File: src/rtl/otw_pkg.sv
package otw_pkg;
  // Per-cycle commands from channel control to channel datapath
  typedef struct packed {
    logic reload;  // load counter from the count field
    logic dec;     // step counter down by one
    logic hit;     // watermark reached on this cycle
  } stepCmd_t;
endpackage

File: src/rtl/otw_datapath.sv
module otw_datapath
  import otw_pkg::*;
#(
  parameter int TCW = 8
) (
  input  logic           clk,
  input  logic           rstN,
  input  logic           usbReset,
  input  logic           wrCfg,
  input  logic           wrStop,
  input  logic [TCW-1:0] wrTc,
  input  stepCmd_t       cmd,
  output logic           stopBit,
  output logic [TCW-1:0] remM1,
  output logic           atZero
);
  logic [TCW-1:0] tcVal;

  always_ff @(posedge clk or negedge rstN) begin
    if (!rstN) begin
      stopBit <= 1'b0;
      tcVal   <= '0;
      remM1   <= '0;
    end else if (usbReset) begin
      stopBit <= 1'b0;
      tcVal   <= '0;
      remM1   <= '0;
    end else if (wrCfg) begin
      stopBit <= wrStop;
      tcVal   <= wrTc;
      remM1   <= wrTc;
    end else if (cmd.reload) begin
      remM1 <= tcVal;
    end else if (cmd.dec) begin
      remM1 <= remM1 - TCW'(1);
    end
  end

  assign atZero = (remM1 == '0);
endmodule

File: src/rtl/otw_ctrl.sv
module otw_ctrl
  import otw_pkg::*;
(
  input  logic     clk,
  input  logic     rstN,
  input  logic     usbReset,
  input  logic     wrCfg,
  input  logic     txnDone,
  input  logic     fifoEnSet,
  input  logic     atZero,
  input  logic     stopBit,
  input  logic     clrCnt,
  input  logic     clrEot,
  output stepCmd_t cmd,
  output logic     active,
  output logic     nak,
  output logic     cntFlag,
  output logic     eotFlag
);
  logic take;
  logic stopNow;

  // A pulse counts only on an active channel with no config write or re-enable
  assign take    = active && txnDone && !wrCfg && !fifoEnSet && !usbReset;
  assign cmd.hit = take && atZero;
  assign cmd.dec = take && !atZero;
  assign cmd.reload = cmd.hit || (fifoEnSet && !wrCfg);
  assign stopNow = cmd.hit && stopBit;

  always_ff @(posedge clk or negedge rstN) begin
    if (!rstN) begin
      active  <= 1'b0;
      nak     <= 1'b0;
      cntFlag <= 1'b0;
      eotFlag <= 1'b0;
    end else if (usbReset) begin
      active  <= 1'b0;
      nak     <= 1'b0;
      cntFlag <= 1'b0;
      eotFlag <= 1'b0;
    end else begin
      if (fifoEnSet) begin
        active <= 1'b1;
        nak    <= 1'b0;
      end else if (stopNow) begin
        active <= 1'b0;
        nak    <= 1'b1;
      end
      if (cmd.hit)     cntFlag <= 1'b1;
      else if (clrCnt) cntFlag <= 1'b0;
      if (stopNow)     eotFlag <= 1'b1;
      else if (clrEot) eotFlag <= 1'b0;
    end
  end
endmodule

File: src/rtl/out_txn_watch.sv
module out_txn_watch
  import otw_pkg::*;
#(
  parameter int NCH      = 3,
  parameter int TCW      = 8,
  parameter int DW       = 16,
  parameter int STOP_POS = 15,
  parameter int EOT_BASE = 4,
  parameter int AW       = 2
) (
  input  logic           clk,
  input  logic           rstN,
  input  logic           usbReset,
  input  logic           regWe,
  input  logic [AW-1:0]  regAddr,
  input  logic [DW-1:0]  regWdata,
  output logic [DW-1:0]  regRdata,
  input  logic [NCH-1:0] txnDone,
  input  logic [NCH-1:0] fifoEnSet,
  output logic [NCH-1:0] chanActive,
  output logic [NCH-1:0] nakOut,
  output logic [NCH-1:0] cntIrq,
  output logic [NCH-1:0] eotIrq,
  output logic           irq
);
  localparam logic [AW-1:0] FLAG_ADDR = AW'(NCH);

  logic [NCH-1:0] stopV;
  logic [TCW-1:0] remV [NCH];
  logic           flagWr;

  assign flagWr = regWe && (regAddr == FLAG_ADDR);

  for (genvar g = 0; g < NCH; g++) begin : gCh
    logic     wrCfg;
    logic     atZero;
    stepCmd_t cmd;

    assign wrCfg = regWe && (regAddr == AW'(g));

    otw_datapath #(.TCW(TCW)) u_dp (
      .clk     (clk),
      .rstN    (rstN),
      .usbReset(usbReset),
      .wrCfg   (wrCfg),
      .wrStop  (regWdata[STOP_POS]),
      .wrTc    (regWdata[TCW-1:0]),
      .cmd     (cmd),
      .stopBit (stopV[g]),
      .remM1   (remV[g]),
      .atZero  (atZero)
    );

    otw_ctrl u_ctl (
      .clk      (clk),
      .rstN     (rstN),
      .usbReset (usbReset),
      .wrCfg    (wrCfg),
      .txnDone  (txnDone[g]),
      .fifoEnSet(fifoEnSet[g]),
      .atZero   (atZero),
      .stopBit  (stopV[g]),
      .clrCnt   (flagWr && regWdata[g]),
      .clrEot   (flagWr && regWdata[EOT_BASE+g]),
      .cmd      (cmd),
      .active   (chanActive[g]),
      .nak      (nakOut[g]),
      .cntFlag  (cntIrq[g]),
      .eotFlag  (eotIrq[g])
    );
  end

  always_comb begin
    regRdata = '0;
    if (regAddr == FLAG_ADDR) begin
      regRdata[NCH-1:0]          = cntIrq;
      regRdata[EOT_BASE+:NCH]    = eotIrq;
    end else begin
      for (int i = 0; i < NCH; i++) begin
        if (regAddr == AW'(i)) begin
          regRdata[STOP_POS]  = stopV[i];
          regRdata[TCW-1:0]   = remV[i];
        end
      end
    end
  end

  assign irq = |{cntIrq, eotIrq};
endmodule

File: config.mk
export PLATFORM = sky130hd
export DESIGN_NAME = out_txn_watch
export DESIGN_NICKNAME = d
export VERILOG_FILES = /design/src/rtl/otw_pkg.sv /design/src/rtl/otw_datapath.sv /design/src/rtl/otw_ctrl.sv /design/src/rtl/out_txn_watch.sv
export SDC_FILE = /design/constraint.sdc
export NUM_CORES = 1
export LEC_CHECK = 0
export BUFFER_PORTS_ARGS = -buffer_cell sky130_fd_sc_hd__buf_2
export CORE_AREA = 3 3 139 108
export DETAILED_ROUTE_END_ITERATION = 8
export DIE_AREA = 0 0 142 111
export GPL_TIMING_DRIVEN = 0
export SLEW_MARGIN = 20
export SYNTH_ARGS = -nofsm -noshare
export SYNTH_HDL_FRONTEND = slang
export SYNTH_SLANG_ARGS = --single-unit
File: constraint.sdc
create_clock -name clk -period 2.72 [get_ports clk]
set_clock_uncertainty 0.1 [all_clocks]
set_input_delay 0.136 -clock clk [delete_from_list [all_inputs] [get_ports clk]]
set_output_delay 0.136 -clock clk [all_outputs]
set_load 0.01 [all_outputs]
==> results.json <==
{
  "path_cells": "inv_1, ha_1, nor4b_2, a41oi_2, mux2_2, a221o_1",
  "period_share_pct": 92.8,
  "p_int_uw": 1930,
  "routedWlPerCell_um": 20.1,
  "gp_congestion": 0.942,
  "ys_seq_area_share_pct": 38.6,
  "critical_path.max_fanout": 9,
  "syn_area_mm2": 0.00408,
  "cts_sinks": 63,
  "clock-root-buffer": "clkbuf_16",
  "viasPerCell": 5.76,
  "rows": 37,
  "tightest_slew_ns": 0.823,
  "status": "finished clean",
  "dpl_cell_area_mm2": 0.00455,
  "synth_edf_count": 0,
  "hold_path_class": "input port to flip-flop",
  "die_w_um": 142,
  "slowest_stage": "a41oi_2",
  "layout_common_cells": "75 x nand2_1, 63 x dfrtp_1, 49 x a21oi_1, 40 x buf_2, 30 x clkbuf_1",
  "yosys_warnings": 0,
  "clock_power_share_pct": 39.3,
  "clk_latency_ns": 0.34,
  "post-route-util_pct": 35.6,
  "dpl.cell_count": 687,
  "cts_tree": "built",
  "hold_ws_ns": 0.0179,
  "finalWirelength_um": 14200,
  "rsz0062_at_grt": "false",
  "htree_levels": 3,
  "relSlewSlack_pct": 45.0,
  "cts_made_buffers": 9,
  "p_comb_share_pct": 22.3,
  "layout_commonest_cell": "nand2_1",
  "synth-seq-cells": 63,
  "critPathKind": "flip-flop to flip-flop",
  "drtPass1Iterations": 5,
  "stdcell_count": 704,
  "setup_viol": 0,
  "finalWorstSetupSlack_ns": 0.197,
  "dp_slack_ns": -0.0178,
  "initial_utilization_pct": 29.9,
  "synth-async-reset-ratio_pct": 100,
  "gr-usage-all-layers_pct": 18.4,
  "cp_num_buf_inv": 1,
  "core-area_mm2": 0.0137,
  "cts_buffer_depth": 2,
  "drt.antenna.violating_nets": 0,
  "vias": 4057,
  "yosys.cell_types.count": 66,
  "p_per_area_mw_per_mm2": 575,
  "worstSetupEndpointType": "flip-flop",
  "antenna_found_initial": 0,
  "layout-drive-gt1-share_pct": 17.6,
  "drc_errors": 0,
  "netlist_instances": 466,
  "synthFlopType": "dfrtp_1",
  "path_clk_slew_ns": 0.05,
  "io_buffers": 39,
  "leakage_uw": 0.00209,
  "hpwl_um": 10400,
  "layout_min_cycle_time_ns": 2.52,
  "arrival_ns": 2.65,
  "cp.required_ns": 2.84,
  "die_h_um": 111,
  "p_sw_uw": 864,
  "crit_family": "compound AO/OA/AOI/OAI gates",
  "drt_iter0_markers": 415,
  "drv_cap": 0,
  "syn_to_final_growth_pct": 19.1,
  "fmax_mhz": 396,
  "ir_worst_vdd_mv": 0.312,
  "grt_pass1_vias": 3819,
  "swShare_pct": 30.9,
  "nFillCells": 1401,
  "antenna_cells": 0,
  "design_area_mm2": 0.00486,
  "grt-ovfl-total": 0,
  "hold_violations": 0,
  "grt_pass1_wl_um": 22400,
  "seq_power_share_pct": 38.4,
  "start_kind": "flip-flop",
  "nNetsFinal": 559,
  "avgSynthCellArea_um2": 8.76,
  "drv_slew": 0,
  "die_area_mm2": 0.0158,
  "grt_max_degree": 53,
  "cp_slowest_stage_delay_ns": 0.57,
  "io_pins": 57
}
## per-layer routing
metal	wire (um)	track usage (%)	share of wire (%)	vias up
li1	-	-	-	1815
met1	6520	27.7	46	1963
met2	5700	24.3	40	239
met3	1590	6.17	11	40
met4	372	5.75	2.6	0
met5	0	0	0	-
## final cells by class
class | count | area (um2) | share of cell area (%)
multi-input combinational | 339 | 2190 | 45.0
sequential | 63 | 1580 | 32.4
buffer | 53 | 292 | 6.00
clock buffer | 15 | 278 | 5.71
timing repair buffer | 42 | 245 | 5.04
tap | 175 | 219 | 4.50
inverter | 17 | 63.8 | 1.31
## tightest hold or removal path: stages
cell and delay, ns:
buf_2 0.15, nand2_1 0.07, a21oi_1 0.05
## stage by stage
stage                     power [uW]  setup TNS [ns]
final                           2790               0
after global routing            2910               0
after CTS                       2780               0
after detailed placement        1680         -0.0178
after global placement          1670               0
after floorplan                 1470               0
## state kept, by name (all words and copies together) (netlist names)
| register | cells |
|---|---|
| gCh.u_ctl.active | 3 |
| gCh.u_ctl.nak | 3 |
| gCh.u_dp.remM1 | 24 |
| gCh.u_ctl.cntFlag | 3 |
| gCh.u_ctl.eotFlag | 3 |
| gCh.u_dp.tcVal | 24 |
| gCh.u_dp.stopBit | 3 |
## synth_stat cells, types with 8 or more instances
cell type  number  area share [%]
a21oi_1        49             6.0
buf_4          20             3.7
clkbuf_1       27             2.5
dfrtp_1        63              39
inv_1          17             1.6
mux2i_1        10             2.5
nand2_1        75             6.9
nor2_1         17             1.6
nor3_1         11             1.3
nor4_1          8             1.2
o21ai_0        20             2.5
## timing repair
action                     4_1_cts  5_1_grt
gates resized for setup          1        1
buffers inserted                 0        0
gates cloned                     0        0
hold buffers                     2        0
setup endpoints to repair        1        1
hold endpoints to repair        64        0
## cells by family after synthesis
logic type / synth area share [%]
AOI/OAI and AO/OA: 21.8
xor gates and xnor gates: 1.72
adders and majority gates: 1.84
buffers and inverters: 8.70
DFF: 38.6
muxes: 6.68
other: 0.0918
and+or+nand+nor: 20.6
## power by group through the flow
stage	sequential, uW	clock [uW]	combinational (uW)
after floorplan	1050	0	414
after detailed placement	1080	0	601
final	1070	1100	623
after global placement	1080	0	583
after global routing	1080	1150	681
after CTS	1070	1100	610
## worst paths after layout
path                                      start                    to  slack (ns)  cells after the start
max in group asynchronous                  rstN  gCh[2].u_dp.remM1[1]        1.94                      3
hold / removal                      regWdata[3]  gCh[2].u_dp.tcVal[3]        0.02                      3
hold reg to reg            gCh[2].u_dp.tcVal[3]  gCh[2].u_dp.tcVal[3]        0.42                      2
min in group asynchronous                  rstN  gCh[0].u_dp.tcVal[1]        0.08                      2
setup / recovery           gCh[1].u_dp.remM1[0]  gCh[1].u_dp.remM1[4]        0.20                      6
setup reg to reg           gCh[1].u_dp.remM1[0]  gCh[1].u_dp.remM1[4]        0.20                      6
(Power assumes the default switching activity.)
